**src/rtl/hcvt_pkg.sv**
```systemverilog
package hcvt_pkg;

   typedef enum logic [2:0] {
      CLS_ZERO = 3'd0,
      CLS_SUB  = 3'd1,
      CLS_NORM = 3'd2,
      CLS_INF  = 3'd3,
      CLS_QNAN = 3'd4,
      CLS_SNAN = 3'd5
   } hcls_e;

   function automatic int bias_of(input int ew);
      return (1 << (ew - 1)) - 1;
   endfunction

endpackage

```
**src/rtl/hcvt_unpack.sv**
```systemverilog
module hcvt_unpack
   import hcvt_pkg::*;
#(
   parameter int EXP_W  = 5,
   parameter int FRAC_W = 10
) (
   input  logic [EXP_W+FRAC_W:0] half_i,
   input  logic                  alt_i,
   output logic                  sign_o,
   output logic [EXP_W-1:0]      exp_o,
   output logic [FRAC_W-1:0]     frac_o,
   output hcls_e                 cls_o
);

   logic exp_ones, exp_none, frac_none;

   assign sign_o = half_i[EXP_W+FRAC_W];
   assign exp_o  = half_i[EXP_W+FRAC_W-1 -: EXP_W];
   assign frac_o = half_i[FRAC_W-1:0];

   assign exp_ones  = &exp_o;
   assign exp_none  = ~|exp_o;
   assign frac_none = ~|frac_o;

   always_comb begin
      if (exp_none) begin
         cls_o = frac_none ? CLS_ZERO : CLS_SUB;
      end else if (exp_ones && !alt_i) begin
         if (frac_none)                cls_o = CLS_INF;
         else if (frac_o[FRAC_W-1])    cls_o = CLS_QNAN;
         else                          cls_o = CLS_SNAN;
      end else begin
         cls_o = CLS_NORM;
      end
   end

endmodule

```
**src/rtl/hcvt_lzc.sv**
```systemverilog
module hcvt_lzc #(
   parameter int W  = 10,
   parameter int CW = $clog2(W + 1)
) (
   input  logic [W-1:0]  vec_i,
   output logic [CW-1:0] cnt_o,
   output logic          zero_o
);

   logic [W-1:0] hit;

   genvar gi;
   generate
      for (gi = 0; gi < W; gi++) begin : g_pref
         assign hit[gi] = |vec_i[W-1:gi];
      end
   endgenerate

   always_comb begin
      cnt_o = '0;
      for (int k = 0; k < W; k++) begin
         cnt_o = cnt_o + CW'(!hit[k]);
      end
   end

   assign zero_o = ~hit[0];

endmodule

```
**src/rtl/hcvt_pack.sv**
```systemverilog
module hcvt_pack
   import hcvt_pkg::*;
#(
   parameter int IEW = 5,
   parameter int IFW = 10,
   parameter int OEW = 8,
   parameter int OFW = 23,
   parameter int LZW = 4
) (
   input  logic             sign_i,
   input  logic [IEW-1:0]   exp_i,
   input  logic [IFW-1:0]   frac_i,
   input  hcls_e            cls_i,
   input  logic [LZW-1:0]   lz_i,
   input  logic             dnan_i,
   output logic [OEW+OFW:0] word_o,
   output logic             invalid_o
);

   localparam int IBIAS = bias_of(IEW);
   localparam int OBIAS = bias_of(OEW);
   localparam int BD    = OBIAS - IBIAS;
   localparam int FSH   = OFW - IFW;

   logic           osign;
   logic [OEW-1:0] oexp;
   logic [OFW-1:0] ofrac;
   logic [IFW:0]   shifted;
   logic [OEW-1:0] sub_exp;
   logic [OEW-1:0] norm_exp;

   assign shifted  = {1'b0, frac_i} << ({1'b0, lz_i} + (LZW+1)'(1));
   assign sub_exp  = OEW'(BD) - OEW'(lz_i);
   assign norm_exp = OEW'(exp_i) + OEW'(BD);

   always_comb begin
      osign = sign_i;
      oexp  = '0;
      ofrac = '0;
      unique case (cls_i)
         CLS_ZERO: begin
            oexp  = '0;
            ofrac = '0;
         end
         CLS_SUB: begin
            oexp  = sub_exp;
            ofrac = {shifted[IFW-1:0], {FSH{1'b0}}};
         end
         CLS_NORM: begin
            oexp  = norm_exp;
            ofrac = {frac_i, {FSH{1'b0}}};
         end
         CLS_INF: begin
            oexp  = '1;
            ofrac = '0;
         end
         CLS_QNAN, CLS_SNAN: begin
            oexp = '1;
            if (dnan_i) begin
               osign = 1'b0;
               ofrac = {1'b1, {(OFW-1){1'b0}}};
            end else begin
               ofrac = {1'b1, frac_i[IFW-2:0], {FSH{1'b0}}};
            end
         end
         default: begin
            oexp  = '0;
            ofrac = '0;
         end
      endcase
   end

   assign word_o    = {osign, oexp, ofrac};
   assign invalid_o = (cls_i == CLS_SNAN);

endmodule

```
**src/rtl/hcvt_widen.sv**
```systemverilog
module hcvt_widen
   import hcvt_pkg::*;
#(
   parameter int IN_EXP_W   = 5,
   parameter int IN_FRAC_W  = 10,
   parameter int OUT_EXP_W  = 8,
   parameter int OUT_FRAC_W = 23,
   parameter bit OUT_REG    = 1'b1
) (
   input  logic                          clk,
   input  logic                          rst_n,
   input  logic [IN_EXP_W+IN_FRAC_W:0]   half_i,
   input  logic                          alt_i,
   input  logic                          dnan_i,
   output logic [OUT_EXP_W+OUT_FRAC_W:0] word_o,
   output logic                          invalid_o
);

   localparam int IN_W  = 1 + IN_EXP_W + IN_FRAC_W;
   localparam int OUT_W = 1 + OUT_EXP_W + OUT_FRAC_W;
   localparam int LZW   = $clog2(IN_FRAC_W + 1);
   localparam int BD    = bias_of(OUT_EXP_W) - bias_of(IN_EXP_W);

   generate
      if (OUT_EXP_W <= IN_EXP_W) begin : g_bad_exp
         $error("hcvt_widen: output exponent must be wider than input exponent");
      end
      if (OUT_FRAC_W < IN_FRAC_W) begin : g_bad_frac
         $error("hcvt_widen: output fraction narrower than input fraction");
      end
      if (BD <= IN_FRAC_W) begin : g_bad_range
         $error("hcvt_widen: output range cannot hold normalised subnormals");
      end
   endgenerate

   logic                  h_sign;
   logic [IN_EXP_W-1:0]   h_exp;
   logic [IN_FRAC_W-1:0]  h_frac;
   hcls_e                 h_cls;
   logic [LZW-1:0]        h_lz;
   logic                  h_fz;
   logic [OUT_W-1:0]      nxt_word;
   logic                  nxt_inv;

   hcvt_unpack #(.EXP_W(IN_EXP_W), .FRAC_W(IN_FRAC_W)) u_unpack (
      .half_i (half_i),
      .alt_i  (alt_i),
      .sign_o (h_sign),
      .exp_o  (h_exp),
      .frac_o (h_frac),
      .cls_o  (h_cls)
   );

   hcvt_lzc #(.W(IN_FRAC_W), .CW(LZW)) u_lzc (
      .vec_i  (h_frac),
      .cnt_o  (h_lz),
      .zero_o (h_fz)
   );

   hcvt_pack #(
      .IEW(IN_EXP_W), .IFW(IN_FRAC_W),
      .OEW(OUT_EXP_W), .OFW(OUT_FRAC_W), .LZW(LZW)
   ) u_pack (
      .sign_i    (h_sign),
      .exp_i     (h_exp),
      .frac_i    (h_frac),
      .cls_i     (h_cls),
      .lz_i      (h_lz),
      .dnan_i    (dnan_i),
      .word_o    (nxt_word),
      .invalid_o (nxt_inv)
   );

   generate
      if (OUT_REG) begin : g_reg
         always_ff @(posedge clk or negedge rst_n) begin
            if (!rst_n) begin
               word_o    <= '0;
               invalid_o <= 1'b0;
            end else begin
               word_o    <= nxt_word;
               invalid_o <= nxt_inv;
            end
         end
      end else begin : g_comb
         assign word_o    = nxt_word;
         assign invalid_o = nxt_inv;
      end
   endgenerate

   // alternative mode never produces an all-ones output exponent
   a_r5_alt_finite: assert property (@(posedge clk) disable iff (!rst_n)
      alt_i |-> (nxt_word[OUT_W-2 -: OUT_EXP_W] != {OUT_EXP_W{1'b1}}));

   // a subnormal lands on a nonzero exponent no larger than the bias gap
   a_r3_sub_normal: assert property (@(posedge clk) disable iff (!rst_n)
      (h_cls == CLS_SUB) |-> ((nxt_word[OUT_W-2 -: OUT_EXP_W] != '0) &&
                              (nxt_word[OUT_W-2 -: OUT_EXP_W] <= OUT_EXP_W'(BD))));

   // sign follows the input except for a default NaN
   a_r2_sign_kept: assert property (@(posedge clk) disable iff (!rst_n)
      !(dnan_i && (h_cls == CLS_QNAN || h_cls == CLS_SNAN))
         |-> (nxt_word[OUT_W-1] == half_i[IN_W-1]));

   // every NaN result is quiet
   a_r6_nan_quiet: assert property (@(posedge clk) disable iff (!rst_n)
      (h_cls == CLS_QNAN || h_cls == CLS_SNAN) |-> nxt_word[OUT_FRAC_W-1]);

   // invalid only in IEEE mode, and only with a quiet NaN result
   a_r7_invalid_nan: assert property (@(posedge clk) disable iff (!rst_n)
      nxt_inv |-> (!alt_i && (&nxt_word[OUT_W-2 -: OUT_EXP_W]) && nxt_word[OUT_FRAC_W-1]));

   // flag is never raised for a non-NaN input
   a_r8_no_spurious: assert property (@(posedge clk) disable iff (!rst_n)
      (h_cls != CLS_QNAN && h_cls != CLS_SNAN) |-> !nxt_inv);

endmodule

```
**config.mk**
```make
export PLATFORM = sky130hd
export DESIGN_NAME = hcvt_widen
export DESIGN_NICKNAME = d
export VERILOG_FILES = /design/src/rtl/hcvt_pkg.sv /design/src/rtl/hcvt_unpack.sv /design/src/rtl/hcvt_lzc.sv /design/src/rtl/hcvt_pack.sv /design/src/rtl/hcvt_widen.sv
export SDC_FILE = /design/constraint.sdc
export NUM_CORES = 1
export LEC_CHECK = 0
export CAP_MARGIN = 20
export CORE_MARGIN = 5
export CORE_UTILIZATION = 50
export CTS_CLUSTER_SIZE = 12
export DETAILED_ROUTE_END_ITERATION = 6
export PLACE_DENSITY = 0.85
export SYNTH_ARGS = -nofsm -noshare
export SYNTH_HDL_FRONTEND = slang
export SYNTH_SLANG_ARGS = --single-unit
```
**constraint.sdc**
```tcl
create_clock -name clk -period 1 [get_ports clk]
set_input_delay 0.3 -clock clk [delete_from_list [all_inputs] [get_ports clk]]
set_output_delay 0.3 -clock clk [all_outputs]
set_load 0.02 [all_outputs]
```
Yosys cells after proc, flatten, opt, wreduce, memory -nomap -nowiden
Index checks and enable logic that the tools add are counted.
Operators by class
  shift operators: 1
  eq/ne operators: 5
  div/mod/pow operators: 0
  multipliers: 0
  reduce and logical (&&, ||, !) cells: 25
  order comparisons: 0
  multiplexer cells: 10
  add/sub/neg operators: 12
  bitwise gates (word level): 0
Operator list (number)
  $pmux W23 S3: 1
  $add A4 B1 Y4: 8
  $pmux W8 S3: 1
  $mux W22: 1
  $logic_not A1 Y1: 11
  $reduce_or A10 Y1: 1
  $reduce_or A5 Y1: 2
  $shl A10 B5 Y10: 1
  $mux W3: 3
  $reduce_or A9 Y1: 1
  $add A5 B7 Y8 const B: 1
  $reduce_or A8 Y1: 1
  $sub A7 B4 Y8 const A: 1
  $reduce_or A7 Y1: 1
  $eq A3 B2 Y1 const B: 2
  $eq A3 B3 Y1 const B: 2
  $reduce_or A3 Y1: 2
  $reduce_or A6 Y1: 1
  $add A4 B1 Y5 const B: 1
  $reduce_and A5 Y1: 1
  $mux W1: 4
  $reduce_or A2 Y1: 2
  $reduce_or A4 Y1: 1
  $eq A3 B1 Y1 const B: 1
  other kinds (2): 2
Word-level totals
  output and inout bits: 33
  logic and storage cells: 55
  bits in read-only memories: 0
  memories kept: 0
  latch bits: 0
  bits of input ports: 20
  bits in registers: 33
  memory bits (writable): 0

Longest topological paths before layout
  depth in word-level cells: 14
  depth in mapped cells: 19

Cells and area by module
Synthesis repeated with hierarchy kept, for this count alone.
Second synthesis, totals
  cell total of the unflattened synthesis: 225
  area, all modules: 2272.2 µm²
By module, submodules not included
  hcvt_pack: cells each 129, sequential area each 0.0 µm², instances 1, area an instance 968.4 µm²
  hcvt_widen: cells each 33, sequential area each 825.8 µm², instances 1, area an instance 825.8 µm²
  hcvt_lzc: cells each 34, sequential area each 0.0 µm², instances 1, area an instance 274.0 µm²
  hcvt_unpack: cells each 29, sequential area each 0.0 µm², instances 1, area an instance 203.9 µm²

Worst setup path after synthesis
Ideal clock, no wire load.
  path type: input-to-reg
  start: input half_i[9]
  end: register word_o[13]
  path slack: -3882 ps
  library setup time: 64 ps
  stages: 19
  arrival: 4818 ps
  cells stage by stage: nor4_4 nand3_4 inv_1 ha_1 inv_1 fa_1 fa_1 inv_1 fa_1 fa_1 inv_1 fa_1 inv_1 ha_1 inv_1 a2111oi_0 o211ai_1 nor4_2 o21a_1
On the way
  cells in the longest elaborated chain, start to end: 14
  elaborated cells between the ends (all ways): 41
RTL lines
  start, declared: RTL line hcvt_widen.sv:12  | input logic [IN_EXP_W+IN_FRAC_W:0] half_i,
  $reduce_or A10 Y1 / $reduce_or A9 Y1 (equally long branches): RTL line hcvt_unpack.sv:23, hcvt_lzc.sv:15
  $logic_not A1 Y1: RTL line hcvt_lzc.sv:22  | cnt_o = cnt_o + CW'(!hit[k]);
  $add A1 B1 Y2: RTL line hcvt_lzc.sv:22
  $add A4 B1 Y4 (8 in a row): RTL line hcvt_lzc.sv:22
  $add A4 B1 Y5: RTL line hcvt_pack.sv:32  | assign shifted = {1'b0, frac_i} << ({1'b0, lz_i} + (LZW+1)'(1));
  $shl A10 B5 Y10: RTL line hcvt_pack.sv:32
  $pmux W23 S3 *: RTL line hcvt_pack.sv:40  | unique case (cls_i)
  named net nxt_word[13]: RTL line hcvt_widen.sv:42  | logic [OUT_W-1:0] nxt_word;
  end signal, assigned: RTL line hcvt_widen.sv:81  | word_o <= nxt_word;
  end, declared: RTL line hcvt_widen.sv:15  | output logic [OUT_EXP_W+OUT_FRAC_W:0] word_o,
The timed path passes the listed nets; every way through them passes the cells marked *.

Final worst setup path
  start: input half_i[6]
  end: register word_o[14]
The elaborated chain is that of the path after synthesis.

==> flow_metrics.tcl <==
set metrics [dict create \
    synth.avg_cell_area_sq_um 9.597 \
    failed_checks "setup timing" \
    p_int_mw 1.717 \
    fin_cells 317 \
    powerDensity_nw_per_um2 1023 \
    synth_area_leader_cell "dfrtp_1" \
    cts_max_path_buffers 2 \
    multiInputGateArea_sq_um 1306 \
    p_seq_share_pct 28.9 \
    die_h_microns 67.63 \
    grt.total_usage_pct 31.10 \
    place.gp.congestion 0.8389 \
    start_util_pct 50.55 \
    drive_gt1_share_pct 54.07 \
    cts_buffers 3 \
    antenna_found_initial 1 \
    place_area_sq_um 2480 \
    rsz0062_at_grt "yes" \
    clkPwrFrac_pct 14.0 \
    wirelength_mm 7.387 \
    io_pins 53 \
    grt_pass1_wl_mm 10.19 \
    pre_cts_ws_ps -4235 \
    overflow 0 \
    worstSetupPathType "primary input to flip-flop" \
    place_inst 297 \
    core_sq_um 3284 \
    fin_util_pct 86.59 \
    ys_seq_elements 19 \
    max_cap_violations 0 \
    rows 21 \
    setup_viol 38 \
    min_path_type "primary input to asynchronous set/reset pin" \
    p_leak_nw 1.282 \
    cts_tree "done" \
    met2_length_mm 3.511 \
    die_area_sq_um 4573 \
    fillers 127 \
    slew_headroom_pct 63.37 \
    synth-edff-count 0 \
    vias_per_cell 6.060 \
    synthArstFlopShare_pct 100.0 \
    die_width_microns 67.63 \
    syn-cell-area_sq_um 1660 \
    vdd_drop_max_uv 615.3 \
    p_comb_share_pct 57.1 \
    wl_met1_mm 2.472 \
    dpl.hpwl_mm 3.890 \
    mostFrequentLayoutCells "buf_4 (49), buf_6 (32), dfrtp_1 (19)" \
    swShare_pct 41.00 \
    max_freq_ghz 0.2077 \
    tightest_slew_ps 547.1 \
    ys_warn_count 0 \
    vias 1921 \
    cts_hold_buffers 0 \
    arrival_ps 5070 \
    met3_length_microns 749 \
    final_common_cell "buf_4" \
    layout.nets 304 \
    yosys-top-cells-area "dfrtp_1 (29%), fa_1 (7.2%), buf_4 (6.8%)" \
    regArea_sq_um 475.5 \
    clk_pin_slew_ps 120 \
    io_buffers 39 \
    ys_seq_area_share_pct 28.64 \
    p_sw_mw 1.193 \
    first_pass_iters 7 \
    worst_slack_ps -3815 \
    syn_to_final_growth_pct 71.29 \
    start_kind "primary input" \
    synthCells 173 \
    required_ps 1250 \
    ys_types 50 \
    drt_iter0_drc 233 \
    grt_pass1_vias 1929 \
    finalCritPeriodShare_pct 481.5 \
    slew_viol_final 0 \
    fin_tns_setup_ps -57070 \
    status "complete, but fails checks" \
    crit_fanout 5 \
    antenna_left 0 \
    top_layer_used "met4" \
    drc 0 \
    root_buffer "clkbuf_4" \
    wl_per_cell_microns 23.30 \
    synth_flop_cell "dfrtp_1" \
    yosys.area.top_type_share_pct 28.64 \
    period_minus_slack_ps 4815 \
    final_cell_area_sq_um 2844 \
    clock_sinks 19 \
    worst_setup_path_end_kind "flip-flop" \
    h-tree-depth 1 \
    grt_max_degree 21 \
    finalHoldViolCount 0 \
]
kinds of logic after synthesis:
| logic type | count (synthesis) | synth area share [%] |
|---|---|---|
| multiplexers | 13 | 8.289 |
| AND/OR/NAND/NOR | 47 | 16.35 |
| AO/OA/AOI/OAI | 42 | 19.07 |
| buffers and inverters | 33 | 10.93 |
| XOR/XNOR | 5 | 3.994 |
| adder cells (fa/ha/maj) | 13 | 12.51 |
| flip-flops | 19 | 28.64 |
| other | 1 | 0.2259 |
worst max-delay path, cell delays in order:
cell	delay [ps]
buf_8	100
nor4_4	350
buf_4	180
nand3_4	70
inv_2	80
ha_4	200
inv_2	50
fa_1	440
fa_1	530
inv_2	60
fa_1	500
fa_2	400
inv_2	80
fa_2	460
buf_6	160
a2111oi_4	310
buf_4	210
o2111ai_4	220
nor2_4	170
a22o_1	190
power by group through the flow:
stage,combinational (mW),clock (mW),sequential [mW]
final,1.66,0.408,0.841
after detailed placement,1.26,0,0.841
after floorplan,0.738,0,0.902
after global routing,1.73,0.444,0.846
after CTS,1.42,0.365,0.836
after global placement,1.21,0,0.838
through the flow:
stage | power [mW] | hold WS (ps)
after global placement | 2.045 | 650.4
after global routing | 3.024 | 341.0
final | 2.910 | 343.0
after detailed placement | 2.105 | 648.7
after CTS | 2.617 | 346.8
after floorplan | 1.640 | 4.409
sequential cells by signal, summed over array words and instances, names as in the netlist:
register and flops:
word_o 18, invalid_o 1
cells in the mapped netlist, drive strengths merged, types with 2 or more instances:
cell type   n
a2111oi     2
a211oi      2
a21oi       8
a22o        3
a31oi       2
buf        16
clkbuf      4
dfrtp      19
fa          6
ha          7
inv        13
mux2        3
mux2i      10
nand2      12
nand3       5
nor2       14
nor2b       3
nor3b       3
nor4        3
o211ai      4
o21ai       9
o21bai      3
xnor2       3
xor2        2
what timing repair did:
action	CTS	global route
pin swaps	30	25
buffers inserted	12	6
gates resized for setup	199	15
endpoints found under the setup margin	38	38
path summary, 6_finish.rpt:
check / slack, ps / endpoint / depth (start not counted) / start
min in group clk: 370 / word_o[21] / 4 / half_i[8]
worst min-delay path: 340 / word_o[19] / 2 / rst_n
max in group asynchronous: 510 / invalid_o / 2 / rst_n
worst max-delay path: -3820 / word_o[14] / 20 / half_i[6]
routing by layer:
layer / vias up / track usage [%]
met2: 177 / 54.43
li1: 781 / -
met3: 64 / 6.988
met1: 899 / 33.23
met4: 0 / 20.25
met5: - / 0
area by class of cell:
cell class / count / area share (%)
Multi-Input combinational cell: 133 / 45.93
Clock buffer: 4 / 0.9239
Antenna cell: 1 / 0.08799
Tap cell: 46 / 2.024
Inverter: 13 / 1.892
Sequential cell: 19 / 16.72
Timing Repair Buffer: 101 / 32.42
No activity file was read; power rests on OpenSTA's default activity.
